<file path="src/rtl/mbx_pkg.sv">
// Shared constants for the mailbox: address pages and user register kinds.
// Assumes byte addressing with word-aligned (4-byte) registers.
package mbx_pkg;
    localparam int PAGE_MSG   = 1;      // 0x040 page: message registers
    localparam int PAGE_FULL  = 2;      // 0x080 page: full flags
    localparam int PAGE_COUNT = 3;      // 0x0C0 page: occupancy
    localparam int USER_BASE  = 'h100;  // user blocks start here, 0x10 apart

    typedef enum logic [1:0] {
        UREG_NONE   = 2'd0,
        UREG_STATUS = 2'd1,
        UREG_ENSET  = 2'd2,
        UREG_ENCLR  = 2'd3
    } ureg_e;
endpackage

</file>
<file path="src/rtl/mbx_queue.sv">
// One message queue: DEPTH-entry circular buffer with an occupancy count.
// Assumes push and pop are already qualified only by the address decode.
// Full/empty rejection happens here. head_o is meaningful only when count_o > 0.
module mbx_queue #(
    parameter int DATA_W = 32,
    parameter int DEPTH  = 4,
    localparam int PW    = (DEPTH > 1) ? $clog2(DEPTH) : 1,
    localparam int CW    = $clog2(DEPTH + 1)
) (
    input  logic              clk,
    input  logic              rst_n,
    input  logic              push_i,
    input  logic [DATA_W-1:0] data_i,
    input  logic              pop_i,
    output logic [DATA_W-1:0] head_o,
    output logic [CW-1:0]     count_o,
    output logic              push_ok_o,
    output logic              pop_ok_o
);
    logic [DATA_W-1:0] mem [DEPTH];
    logic [PW-1:0]     wr_ptr, rd_ptr;
    logic [CW-1:0]     count;

    // acceptance is judged on the state before the edge
    assign push_ok_o = push_i && (count != CW'(DEPTH));
    assign pop_ok_o  = pop_i  && (count != '0);
    assign head_o    = mem[rd_ptr];
    assign count_o   = count;

    // storage write on an accepted push
    always_ff @(posedge clk) begin
        if (push_ok_o) mem[wr_ptr] <= data_i;
    end

    // pointer and count bookkeeping
    always_ff @(posedge clk) begin
        if (!rst_n) begin
            wr_ptr <= '0;
            rd_ptr <= '0;
            count  <= '0;
        end else begin
            if (push_ok_o)
                wr_ptr <= (wr_ptr == PW'(DEPTH - 1)) ? '0 : wr_ptr + 1'b1;
            if (pop_ok_o)
                rd_ptr <= (rd_ptr == PW'(DEPTH - 1)) ? '0 : rd_ptr + 1'b1;
            case ({push_ok_o, pop_ok_o})
                2'b10:   count <= count + 1'b1;
                2'b01:   count <= count - 1'b1;
                default: count <= count;
            endcase
        end
    end

    assert_no_overflow_R3: assert property (@(posedge clk) disable iff (!rst_n)
        count <= CW'(DEPTH));
    assert_full_drop_R4: assert property (@(posedge clk) disable iff (!rst_n)
        (push_i && !pop_i && count == CW'(DEPTH)) |=> $stable(count));
    assert_empty_pop_R4: assert property (@(posedge clk) disable iff (!rst_n)
        (pop_i && !push_i && count == '0) |=> (count == '0));
    assert_rw_balance_R12: assert property (@(posedge clk) disable iff (!rst_n)
        (push_i && pop_i && count != '0 && count != CW'(DEPTH)) |=> $stable(count));
endmodule

</file>
<file path="src/rtl/mbx_user_irq.sv">
// Per-user interrupt block: status bits set by queue events and cleared by
// writing ones, an enable mask changed by set/clear strobes, and a level IRQ.
// Assumes at most one of the three write strobes is high per cycle.
module mbx_user_irq #(
    parameter int IW = 16
) (
    input  logic          clk,
    input  logic          rst_n,
    input  logic [IW-1:0] evt_i,
    input  logic          w1c_we_i,
    input  logic          set_we_i,
    input  logic          clr_we_i,
    input  logic [IW-1:0] wdata_i,
    output logic [IW-1:0] status_o,
    output logic [IW-1:0] enable_o,
    output logic          irq_o
);
    logic [IW-1:0] status, enable;

    // status: hardware events win over a same-cycle software clear
    always_ff @(posedge clk) begin
        if (!rst_n)         status <= '0;
        else if (w1c_we_i)  status <= (status & ~wdata_i) | evt_i;
        else                status <= status | evt_i;
    end

    // enable mask: separate set and clear strobes
    always_ff @(posedge clk) begin
        if (!rst_n)         enable <= '0;
        else if (set_we_i)  enable <= enable | wdata_i;
        else if (clr_we_i)  enable <= enable & ~wdata_i;
    end

    assign status_o = status;
    assign enable_o = enable;
    assign irq_o    = |(status & enable);

    assert_event_sets_R7: assert property (@(posedge clk) disable iff (!rst_n)
        (evt_i != '0) |=> ((status & $past(evt_i)) == $past(evt_i)));
    assert_w1c_clears_R8: assert property (@(posedge clk) disable iff (!rst_n)
        (w1c_we_i && evt_i == '0) |=> (status == ($past(status) & ~$past(wdata_i))));
    assert_enset_R9: assert property (@(posedge clk) disable iff (!rst_n)
        set_we_i |=> ((enable & $past(wdata_i)) == $past(wdata_i)));
    assert_enclr_R9: assert property (@(posedge clk) disable iff (!rst_n)
        clr_we_i |=> ((enable & $past(wdata_i)) == '0));
    assert_irq_cause_R10: assert property (@(posedge clk) disable iff (!rst_n)
        $rose(irq_o) |-> ($past(evt_i) != '0 || $past(set_we_i)));
endmodule

</file>
<file path="src/rtl/ipc_mailbox.sv">
// Mailbox top: address decode, read multiplexer, a bank of queues and one
// interrupt block per user. Assumes word-aligned byte addresses; read data is
// combinational and read side effects land on the next rising edge.
module ipc_mailbox #(
    parameter int          NUM_USERS  = 4,
    parameter int          NUM_QUEUES = 8,
    parameter int          DEPTH      = 4,
    parameter int          DATA_W     = 32,
    parameter int          ADDR_W     = 12,
    parameter logic [31:0] REVISION   = 32'h0004_0100,
    localparam int         IW         = 2 * NUM_QUEUES,
    localparam int         CW         = $clog2(DEPTH + 1),
    localparam int         PGW        = ADDR_W - 6
) (
    input  logic                 clk,
    input  logic                 rst_n,
    input  logic [ADDR_W-1:0]    bus_addr,
    input  logic                 bus_wr,
    input  logic [DATA_W-1:0]    bus_wdata,
    input  logic                 bus_rd,
    output logic [DATA_W-1:0]    bus_rdata,
    output logic [NUM_USERS-1:0] irq
);
    import mbx_pkg::*;

    logic              aligned;
    logic [PGW-1:0]    page;
    logic [3:0]        qsel;
    logic [ADDR_W-1:0] uoff;
    logic [ADDR_W-5:0] usel;
    ureg_e             ukind;
    logic              in_user_space;

    logic [DATA_W-1:0] q_head  [NUM_QUEUES];
    logic [CW-1:0]     q_count [NUM_QUEUES];
    logic [NUM_QUEUES-1:0] q_push, q_pop, q_push_ok, q_pop_ok;
    logic [IW-1:0]     evt;

    logic [IW-1:0]     u_status [NUM_USERS];
    logic [IW-1:0]     u_enable [NUM_USERS];
    logic [NUM_USERS-1:0] u_w1c, u_set, u_clr;

    // split the address into page, queue index and user register fields
    always_comb begin
        aligned       = (bus_addr[1:0] == 2'b00);
        page          = bus_addr[ADDR_W-1:6];
        qsel          = bus_addr[5:2];
        in_user_space = (bus_addr[ADDR_W-1:8] != '0);
        uoff          = bus_addr - ADDR_W'(USER_BASE);
        usel          = uoff[ADDR_W-1:4];
        ukind         = ureg_e'(uoff[3:2]);
    end

    // queue bank with per-queue push/pop decode and event fan-in
    for (genvar m = 0; m < NUM_QUEUES; m++) begin : g_queue
        logic hit;
        assign hit       = aligned && !in_user_space && (page == PGW'(PAGE_MSG)) && (qsel == 4'(m));
        assign q_push[m] = bus_wr && hit;
        assign q_pop[m]  = bus_rd && hit;

        mbx_queue #(.DATA_W(DATA_W), .DEPTH(DEPTH)) i_queue (
            .clk       (clk),
            .rst_n     (rst_n),
            .push_i    (q_push[m]),
            .data_i    (bus_wdata),
            .pop_i     (q_pop[m]),
            .head_o    (q_head[m]),
            .count_o   (q_count[m]),
            .push_ok_o (q_push_ok[m]),
            .pop_ok_o  (q_pop_ok[m])
        );

        assign evt[2*m]   = q_push_ok[m];
        assign evt[2*m+1] = q_pop_ok[m];
    end

    // per-user interrupt blocks with their write strobes
    for (genvar u = 0; u < NUM_USERS; u++) begin : g_user
        logic hit;
        assign hit      = bus_wr && aligned && in_user_space && (usel == (ADDR_W-4)'(u));
        assign u_w1c[u] = hit && (ukind == UREG_STATUS);
        assign u_set[u] = hit && (ukind == UREG_ENSET);
        assign u_clr[u] = hit && (ukind == UREG_ENCLR);

        mbx_user_irq #(.IW(IW)) i_user (
            .clk      (clk),
            .rst_n    (rst_n),
            .evt_i    (evt),
            .w1c_we_i (u_w1c[u]),
            .set_we_i (u_set[u]),
            .clr_we_i (u_clr[u]),
            .wdata_i  (bus_wdata[IW-1:0]),
            .status_o (u_status[u]),
            .enable_o (u_enable[u]),
            .irq_o    (irq[u])
        );
    end

    // read multiplexer; unmapped and idle cycles return zero
    always_comb begin
        bus_rdata = '0;
        if (bus_rd && aligned) begin
            if (bus_addr == '0) begin
                bus_rdata = DATA_W'(REVISION);
            end else if (!in_user_space) begin
                for (int m = 0; m < NUM_QUEUES; m++) begin
                    if (qsel == 4'(m)) begin
                        if (page == PGW'(PAGE_MSG) && q_count[m] != '0)
                            bus_rdata = q_head[m];
                        else if (page == PGW'(PAGE_FULL))
                            bus_rdata[0] = (q_count[m] == CW'(DEPTH));
                        else if (page == PGW'(PAGE_COUNT))
                            bus_rdata[CW-1:0] = q_count[m];
                    end
                end
            end else begin
                for (int u = 0; u < NUM_USERS; u++) begin
                    if (usel == (ADDR_W-4)'(u)) begin
                        if (ukind == UREG_STATUS)
                            bus_rdata[IW-1:0] = u_status[u];
                        else if (ukind != UREG_NONE)
                            bus_rdata[IW-1:0] = u_enable[u];
                    end
                end
            end
        end
    end

    assert_idle_zero_R11: assert property (@(posedge clk) disable iff (!rst_n)
        !bus_rd |-> (bus_rdata == '0));
    assert_one_event_per_queue_R7: assert property (@(posedge clk) disable iff (!rst_n)
        $countones(q_push_ok) <= 1);
endmodule

</file>
<file path="config.mk">
export PLATFORM = sky130hd
export DESIGN_NAME = ipc_mailbox
export DESIGN_NICKNAME = d
export VERILOG_FILES = /design/src/rtl/mbx_pkg.sv /design/src/rtl/mbx_queue.sv /design/src/rtl/mbx_user_irq.sv /design/src/rtl/ipc_mailbox.sv
export SDC_FILE = /design/constraint.sdc
export NUM_CORES = 1
export LEC_CHECK = 0
export BUFFER_PORTS_ARGS = -buffer_cell sky130_fd_sc_hd__buf_2
export CAP_MARGIN = 10
export CORE_MARGIN = 4
export CORE_UTILIZATION = 31
export CTS_BUF_LIST = sky130_fd_sc_hd__clkbuf_2 sky130_fd_sc_hd__clkbuf_4 sky130_fd_sc_hd__clkbuf_8
export CTS_CLUSTER_DIAMETER = 200
export DETAILED_ROUTE_END_ITERATION = 7
export GPL_TIMING_DRIVEN = 0
export MAX_ROUTING_LAYER = met4
export PLACE_DENSITY_LB_ADDON = 0.1
export SETUP_SLACK_MARGIN = 0.1
export SYNTH_ARGS = -nofsm -noshare
export SYNTH_HDL_FRONTEND = slang
export SYNTH_SLANG_ARGS = --single-unit
</file>
<file path="constraint.sdc">
create_clock -name clk -period 4 [get_ports clk]
set_input_delay 0.6 -clock clk [delete_from_list [all_inputs] [get_ports clk]]
set_output_delay 0.6 -clock clk [all_outputs]
set_load 0.1 [all_outputs]
</file>
# After elaboration in Yosys (flattened, before gate mapping)
# Memories as Yosys holds them, arrays and structs flattened. A register that Yosys moved wholly into a read port is not among the register bits.
# Index checks and enable logic that the tools add are counted.
[word_totals]
mem_bits_rw = 1024
reg_bits = 184
latchBits = 0
elab_cells = 439
memories = 8
rom_bits = 0
out_inout_bits = 36
[mem_list]
columns = ["memory", "words", "word_bits", "read_ports", "rd_ports_with_merged_regs", "write_ports", "line", "text"]
rows = [
  ["g_queue[0].i_queue.mem", 4, 32, 1, 1, 1, "mbx_queue.sv:20", "logic [DATA_W-1:0] mem [DEPTH];"],
  ["g_queue[1].i_queue.mem", 4, 32, 1, 1, 1, "mbx_queue.sv:20", ""],
  ["g_queue[2].i_queue.mem", 4, 32, 1, 1, 1, "mbx_queue.sv:20", ""],
  ["g_queue[3].i_queue.mem", 4, 32, 1, 1, 1, "mbx_queue.sv:20", ""],
  ["g_queue[4].i_queue.mem", 4, 32, 1, 1, 1, "mbx_queue.sv:20", ""],
  ["g_queue[5].i_queue.mem", 4, 32, 1, 1, 1, "mbx_queue.sv:20", ""],
  ["+2 memories", "n/a", "n/a", "n/a", "n/a", "n/a", "n/a", ""],
]
[classes]
reduce_logical = 100
magnitude_cmp = 0
n_shift = 0
mux = 177
add_sub_neg = 33
multipliers = 0
eq_ne = 64
n_bitwise = 25
div = 0
[op_table]
columns = ["operator", "count"]
rows = [
  ["$mux 32", 25],
  ["$mux 16", 26],
  ["$mux 29", 8],
  ["$and 16x16->16", 12],
  ["$or 16x16->16", 12],
  ["$mux 3", 46],
  ["$mux 2", 40],
  ["$logic_and 1x1->1", 69],
  ["$reduce_or 16->1", 4],
  ["$eq 2x2->1 const B", 26],
  ["$pmux 3 s2", 8],
  ["$add 2x1->2 const B", 16],
  ["$reduce_bool 2->1", 13],
  ["$add 3x1->3 const B", 8],
  ["$eq 3x3->1 const B", 8],
  ["$mux 1", 24],
  ["$ne 3x3->1 const B", 8],
  ["$reduce_bool 3->1", 8],
  ["$sub 3x1->3 const B", 8],
  ["$eq 2x1->1 const B", 9],
  ["$eq 4x3->1 const B", 4],
  ["$eq 8x2->1 const B", 2],
  ["$not 16->16", 1],
  ["$eq 6x2->1 const B", 2],
  ["11 further kinds", 12],
]

# Depth between registers and ports, before layout
# Gate-level depths: netlist of the first run.
[logic_depth]
word_depth = 81
mapped_depth = 13
ltp_nobuf = 11

# Modules after synthesis
# Synthesis of the first run repeated with hierarchy kept, for this count alone.
[unflattened]
cells_unflattened = 3048
area_unflattened_um2 = 50415.9
[modules_own_cells]
columns = ["module", "seq_area_each_um2", "area_per_inst_um2", "cells_each", "instances"]
rows = [
  ["mbx_queue", 4023.9, 5103.6, 222, 8],
  ["mbx_user_irq", 640.6, 1340.0, 146, 4],
  ["ipc_mailbox", 0.0, 4226.6, 688, 1],
]

# Worst setup path after synthesis of the first run
# No wires, ideal clock.
[synth_timing]
path_kind = "input to output"
startpoint = "input port bus_addr[4]"
endpoint = "output port bus_rdata[13]"
path_buffers = 3
path_stages = 9
required_time_ns = 3.400
arrival_ns = 4.435
setup_slack_ns = -1.035
cell_sequence = "buf_2 or4b_1 buf_2 nor4_4 clkbuf_1 a22oi_1 nand4_1 o21ai_0 a21boi_0"
[synth_via]
elab_chain_cells = 34
[synth_rtl]
columns = ["element", "line", "text"]
rows = [
  ["start: declaration", "ipc_mailbox.sv:17", "input logic [ADDR_W-1:0] bus_addr,"],
  ["$logic_not 4->1", "ipc_mailbox.sv:107", "if (qsel == 4'(m)) begin"],
  ["$mux 32", "ipc_mailbox.sv:107", ""],
  ["$mux 32", "ipc_mailbox.sv:105", "end else if (!in_user_space) begin"],
  ["$mux 32", "ipc_mailbox.sv:103", "if (bus_addr == '0) begin"],
  ["$mux 32", "ipc_mailbox.sv:102", "if (bus_rd && aligned) begin"],
  ["$mux 29", "ipc_mailbox.sv:108", "if (page == PGW'(PAGE_MSG) && q_count[m] != '0)"],
  ["$mux 32", "ipc_mailbox.sv:107", ""],
  ["$mux 32", "ipc_mailbox.sv:105", ""],
  ["[... 18 more ...]", "n/a", ""],
  ["$mux 32", "ipc_mailbox.sv:102", ""],
  ["$mux 29", "ipc_mailbox.sv:108", ""],
  ["$mux 32", "ipc_mailbox.sv:107", ""],
  ["$mux 29", "ipc_mailbox.sv:108", ""],
  ["$mux 32", "ipc_mailbox.sv:107", ""],
  ["$mux 16", "ipc_mailbox.sv:105", ""],
  ["$mux 32 *", "ipc_mailbox.sv:103", ""],
  ["$mux 32 *", "ipc_mailbox.sv:102", ""],
  ["end: declaration", "ipc_mailbox.sv:21", "output logic [DATA_W-1:0] bus_rdata,"],
]
# Mark *: on every way between the ends. The rest lies on a longest branch, timed or not. The select of a mux whose other input is x is not followed.

# Worst setup path in the final report of the first run
[layout_timing]
startpoint = "input port bus_addr[10]"
endpoint = "output port bus_rdata[9]"
[layout_via]
elab_chain_cells = 36
[layout_rtl]
columns = ["element", "line"]
rows = [
  ["$eq 6x1->1", "ipc_mailbox.sv:108"],
  ["$logic_and 1x1->1", "ipc_mailbox.sv:108"],
  ["$mux 29", "ipc_mailbox.sv:108"],
  ["$mux 32", "ipc_mailbox.sv:107"],
  ["$mux 32", "ipc_mailbox.sv:105"],
  ["$mux 32", "ipc_mailbox.sv:103"],
  ["$mux 32", "ipc_mailbox.sv:102"],
  ["$mux 29", "ipc_mailbox.sv:108"],
  ["[... 20 more ...]", "n/a"],
  ["$mux 32", "ipc_mailbox.sv:102"],
  ["$mux 29", "ipc_mailbox.sv:108"],
  ["$mux 32", "ipc_mailbox.sv:107"],
  ["$mux 29", "ipc_mailbox.sv:108"],
  ["$mux 32", "ipc_mailbox.sv:107"],
  ["$mux 16", "ipc_mailbox.sv:105"],
  ["$mux 32 *", "ipc_mailbox.sv:103"],
  ["$mux 32 *", "ipc_mailbox.sv:102"],
]
# Marked as above.

==> results.cfg, run 1 <==
[logic_synthesis]
synth_nets = 3013
seq_area_frac_synth = 0.707
synth_flop_cell = edfxtp_1
synthMuxAreaShare = 0.123
synthAdderAreaFrac = 0.0155
synth_top_area_frac = 0.626
ys_ff_latch = 1224
synth_area_um2 = 49100
avgSynthCellArea_um2 = 16.9
synth_cell_types = 79
ys_warn_count = 0
synth_top_family_by_area = multiplexers
synth_cells = 2909
synth-edff-count = 1024
synth_xor_area_frac = 0.00285
yosysTopAreaCell = edfxtp_1
synth_compound_area_frac = 0.0757
async_reset_ff_frac = 0
synth_simple_gate_area_share = 0.0547
synth_area_leaders = edfxtp_1 (63%), mux4_2 (12%), dfxtp_1 (8.2%)

[floorplan]
die_h_um = 406
core_area_um2 = 157000
die_x_um = 406
ios = 84
dieArea_um2 = 165000
start_util = 0.313
rows = 145

[worst_setup_path]
cp_num_buf_inv = 6
end_kind = primary output
worst_r2r_path_depth = 9
worstPathRequired_ps = 3400
path_max_fanout = 5
critical_path.top_delay_family = simple AND/OR/NAND/NOR gates
crit_top_cell = buf_6
worstPathArrival_ps = 3350
start_kind = input port
crit_path_cell_trace = buf_4 -> or4_4 -> buf_6 -> nor4_4 -> buf_6 -> buf_12 -> buf_12 -> a22oi_2 -> nand4_1 -> o21ai_4 -> a2111oi_4 -> buf_6
cpPeakStageDelay_ps = 580
worst-path-stages = 12
cpMaxStageDelayCell = or4_4
path_class = in -> out

[finish]
layout-drive-gt1-share = 0.336
final_nets = 3430
fillers = 14501
syn2layout_area_growth_pct = 23.5
finalNonFillerCells = 5574

[power_and_ir_drop]
ir_drop_mv = 0.300
power.total_mw = 26.2
power_leakage_nw = 18.9
pwr_density_cell_nw_per_um2 = 432

[timing]
tightest_slew_ps = 1240
fin_worst_skew_ps = 55.7
slew_headroom = 0.165
finalHoldViolations = 0
fmaxAchievable_mhz = 253
finalSetupViolations = 0
period_share = 0.988
slew_violations = 0
rsz0062_at_grt = yes
post-route-min-period_ps = 3950

[hold_path]
hold-path-cell-count = 1
min_path_type = in -> reg

[global_routing]
grt_max_degree = 36
overflow = 0
track_usage = 0.212
first_global_vias = 30520
grt_pass1_wl_um = 238000
antenna_found_initial = 6

[route]
drc_errors = 0
ant_nets = 0
dr.first_iter.drc_count = 2495
avgViaCountPerCell = 5.31
dr.pass1.iters = 6
wirelength_um = 170000
vias = 29613
wl_per_cell_um = 30.6

[clocking]
cts_tree = built
clk_pin_slew_worst_paths_ps = 60
cts_buffer_depth = 3
cts_root_buf = clkbuf_8
clk_latency_ps = 920
clock-sinks = 1224
cts_max_level = 4
numCtsBuffers = 211

[placement]
gp_congestion = 0.901
io_buffers = 81
placed_cells = 5081
dpl.hpwl_um = 116000

[job]
cap_violations = 0

[outcome]
outcome = complete, no violations
==> worst paths after layout <==
path / start / end / slack [ps]
max: bus_addr[10] / bus_rdata[9] / 50
min: bus_wdata[17] / g_queue[0].i_queue.mem[1][17]$_DFFE_PP_ / 210
max reg2reg: g_queue[5].i_queue.count_o[2]$_SDFFE_PN0P_ / g_queue[5].i_queue.count_o[2]$_SDFFE_PN0P_ / 1000
min reg2reg: g_user[3].i_user.status_o[8]$_SDFF_PN0_ / g_user[3].i_user.status_o[8]$_SDFF_PN0_ / 530
==> power by group <==
group / internal [mW] / switching, mW / leakage, nW / total (mW)
Combinational: 0.0836 / 0.471 / 5.73 / 0.555
Clock: 6.49 / 5.35 / 2.33 / 11.8
Sequential: 13.8 / 0.000290 / 10.8 / 13.8
==> through the flow <==
step | utilization | TNS, ps | hold slack (ps) | setup slack [ps] | area, µm²
after global placement | 0.333 | -1301170 | 499 | -1830 | 52300
after CTS | 0.383 | -1230 | 112 | -151 | 60100
after detailed placement | 0.338 | -201830 | 510 | -1880 | 53000
final | 0.387 | 0 | 213 | 49.2 | 60700
after floorplan | - | -300 | 473 | -300 | 49300
after global routing | 0.386 | -203 | 154 | -67.8 | 60600
==> area by class of cell <==
class                   instances  area [µm²]  share of cell area
repair buffers                207        2510              0.0414
flip-flops and latches       1224       34800               0.574
diodes                         10        25.0            0.000413
clock buffers                 297        3620              0.0598
multi-input cells            1440       14600               0.240
clock inverters                96         786              0.0130
well taps                    2058        2570              0.0425
inverters                      52         196             0.00324
plain buffers                 190        1580              0.0260
==> cell usage after synthesis, drive strengths merged, types with 3 or more instances <==
master and count:
a2111oi 8, a211oi 20, a21boi 4, a21oi 198, a221o 10, a221oi 27
a22o 28, a22oi 84, a311oi 43, a31oi 3, and2 37, and3 18
buf 71, clkbuf 122, dfxtp 200, edfxtp 1024, fa 8, ha 48
inv 51, mux2i 26, mux4 256, nand2 133, nand2b 4, nand3 26
nand4 31, nor2 181, nor2b 5, nor3 36, nor3b 17, nor4 5
nor4b 9, o211ai 12, o21a 3, o21ai 61, o221ai 6, o22a 4
o22ai 26, o2bb2ai 5, or3 12, xor2 16
==> metal layers <==
layer	vias up	global-route usage	share of wire
li1	12606	-	-
met1	15754	0.270	0.42
met2	930	0.342	0.49
met3	323	0.0393	0.051
met4	0	0.0720	0.037
met5	-	-	0
==> registers in the layout (all words and copies together), names as in the netlist, named ones only <==
signal and count:
g_queue.i_queue.count_o 24, g_queue.i_queue.mem 1024, g_queue.i_queue.rd_ptr 16, g_queue.i_queue.wr_ptr 16, g_user.i_user.status_o 64
==> kinds of logic after synthesis <==
kind of cell	count (synthesis)
compound gates	557
xor+xnor	16
fa+ha+maj	56
buf+inv	245
flops	1224
mux	282
simple gates	529
==> placed cells by master, fill, tap and decap left out, drive strengths merged, types with 28 or more instances in the layout <==
cell type | netlist | final
nor3 | 36 | 36
clkinv | 1 | 78
and2 | 37 | 37
nor2 | 181 | 181
o21ai | 61 | 61
a22o | 28 | 28
edfxtp | 1024 | 1024
ha | 48 | 48
buf | 71 | 282
a22oi | 84 | 84
clkbuf | 122 | 411
dfxtp | 200 | 200
a311oi | 43 | 43
nand4 | 31 | 31
mux4 | 256 | 256
nand2 | 133 | 133
a21oi | 198 | 198
inv | 51 | 59
==> repair_timing <==
| item | CTS | global route |
|---|---|---|
| endpoints found under the setup margin | 32 | 32 |
| gates resized for setup | 554 | 91 |
| buffers inserted | 62 | 25 |
| cloned | 6 | 1 |
| pin swaps | 74 | 56 |
| hold buffers | 0 | 0 |
No activity file was read; power rests on OpenSTA's default activity.
==> run 2, diff against run 1 <==
clock period = 3.33 ns   (was 4 ns; I/O delays follow)
==> run 2 against run 1 <==
  * The flow now finishes with violations (negative setup slack)
  * Critical path type unchanged
  * Hold slack worse by 88 ps
  * Final cell count is 0.65% lower
  * Sequential power rose by 20%
  * Largest cell class unchanged
  * Combinational power rose by 20%
  * Wire length grew 0.55%
==> results.cfg, run 2 (synthesized netlist as in run 1, its figures left out) <==
[power_and_ir_drop]
combPwrFrac = 0.021
switching_share = 0.225
seqPwrFrac = 0.535
p_switching_mw = 6.97
p_int_mw = 24.0
pwr_density_cell_nw_per_um2 = 512
power_leakage_nw = 18.6
ir_drop_mv = 0.321
p_clk_frac = 0.443

[timing]
fmaxAchievable_mhz = 259
rsz0062_at_grt = yes
slew_violations = 0
fin_ws_ps = -528
finalHoldViolations = 0
fin_tns_setup_ps = -12840
tightest_slew_ps = 1240
fin_worst_skew_ps = 57.1
finalSetupViolations = 32
slew_headroom = 0.177
post-route-min-period_ps = 3860
period_share = 1.16

[clocking]
clk_latency_ps = 920
cts_max_level = 4
cts_tree = built
cts_hold_buf = 0
clk_pin_slew_worst_paths_ps = 60
numCtsBuffers = 208
cts_root_buf = clkbuf_8
cts_buffer_depth = 3
clock-sinks = 1224

[outcome]
violations = negative setup slack
outcome = finished with violations

[floorplan]
start_util = 0.313
die_h_um = 406
rows = 145
ios = 84
dieArea_um2 = 165000
die_x_um = 406
core_area_um2 = 157000

[global_routing]
grt_max_degree = 36
use_met2 = 0.352
overflow = 0
met3_usage = 0.0334
antenna_found_initial = 11
track_usage = 0.213
grt_most_used_layer = met2
use_met1 = 0.273
grt_pass1_wl_um = 239000
first_global_vias = 30275

[worst_setup_path]
rrSetupSlack_ps = 600
crit_top_cell = buf_4
critical_path.top_delay_family = compound AO/OA/AOI/OAI gates
worstPathArrival_ps = 3360
rr_endpoint = g_queue[5].i_queue.count_o[2]$_SDFFE_PN0P_
reg2reg_from = g_queue[5].i_queue.count_o[2]$_SDFFE_PN0P_
path_class = in -> out
end_kind = primary output
cp_num_buf_inv = 5
worstPathRequired_ps = 2830
worst_r2r_path_depth = 9
crit_path_cell_trace = buf_2 -> nor4_4 -> buf_4 -> buf_4 -> buf_4 -> nand2_1 -> o311ai_1 -> o211ai_1 -> a31oi_4 -> buf_12
cpPeakStageDelay_ps = 790
path_max_fanout = 10
cpMaxStageDelayCell = o311ai_1
start_kind = input port

[hold_path]
holdPathEnd = g_queue[0].i_queue.mem[0][21]$_DFFE_PP_
hold_path_startpoint = bus_wdata[21]
hold-path-cell-count = 1
min_path_type = in -> reg

[route]
dr.first_iter.drc_count = 2657
wirelength_um = 171000
dr.pass1.iters = 8
avgViaCountPerCell = 5.31
ant_nets = 0
vias = 29386
drc_errors = 0
wl_per_cell_um = 30.9

[finish]
regMostFlops = g_queue.i_queue.mem
layout-drive-gt1-share = 0.335
final_common_cell = edfxtp_1
fillers = 14463
most-common-layout-cells = edfxtp_1 (1024), mux4_2 (256), clkbuf_8 (232), a21oi_1 (181), dfxtp_1 (180)
syn2layout_area_growth_pct = 23.1
largest_reg_flops = 1024
post-route-util = 0.385
finalNonFillerCells = 5538
final_nets = 3401

[placement]
gp_congestion = 0.892
io_buffers = 81
dpl.hpwl_um = 115000
placed_cells = 5076

[job]
cap_violations = 0
[run 2: cell types whose count changed in the layout (fill, tap and decap cells not counted), moves of 6 or more]
| cell | before | now |
|---|---|---|
| clkbuf_4 | 90 | 83 |
| a21oi_4 | 4 | 14 |
| dfxtp_1 | 186 | 180 |
| a211oi_1 | 9 | 3 |
| clkinv_1 | 48 | 54 |
| clkinv_2 | 27 | 36 |
| a211oi_2 | 3 | 10 |
| dfxtp_2 | 8 | 14 |
| buf_8 | 13 | 6 |
| buf_4 | 87 | 56 |
| a21oi_2 | 12 | 3 |
| o21ai_2 | 7 | 15 |
[run 2: worst max path at each step]
| stage | to | start | slack (ps) | cells after the start |
|---|---|---|---|---|
| after floorplan | bus_rdata[4] | bus_addr[4] | -300 | 9 |
| after global placement | bus_rdata[13] | bus_addr[5] | -2050 | 11 |
| after detailed placement | bus_rdata[13] | bus_addr[5] | -2060 | 11 |
| after CTS | bus_rdata[19] | register | -690 | 9 |
| after global routing | bus_rdata[19] | register | -660 | 9 |
| final | bus_rdata[1] | bus_addr[9] | -530 | 10 |
[run 2: metal layers]
layer | up-vias | share of wire | wire length (µm)
met5 | - | 0 | 0
met4 | 0 | 0.031 | 5370
met3 | 297 | 0.045 | 7650
met2 | 878 | 0.50 | 85200
met1 | 15661 | 0.43 | 73000
li1 | 12550 | - | -
[run 2: cell type report]
cell class	instances	area (µm²)	share of cell area
tap	2058	2570	0.0426
sequential	1224	34800	0.575
timing repair buffer	180	2230	0.0368
buffer	191	1560	0.0257
antenna	5	12.5	0.000207
clock inverter	108	764	0.0126
clock buffer	280	3470	0.0574
inverter	52	196	0.00325
multi-input combinational	1440	14900	0.246
[run 2: power groups by stage]
stage	Clock [mW]	Combinational [mW]	Sequential, mW
6_report	13.7	0.665	16.6
5_1_grt	14.9	0.699	16.6
4_1_cts	14.1	0.670	16.6
3_5_place_dp	0	0.646	16.9
3_3_place_gp	0	0.628	16.9
2_1_floorplan	0	0.174	16.9
[run 2: through the flow]
stage	setup slack (ps)	power [mW]	cell area [µm²]	hold WS (ps)
after global routing	-659	32.2	60500	56.6
after CTS	-691	31.4	60200	18.1
after detailed placement	-2060	17.5	53100	507
final	-528	31.0	60500	125
after floorplan	-302	17.1	49500	473
after global placement	-2050	17.5	52500	500
[run 2: repair_timing]
action,CTS,global route
endpoints found under the setup margin,167,53
buffers inserted,54,11
gates cloned,5,0
resized for setup,578,48
pin swaps,95,55
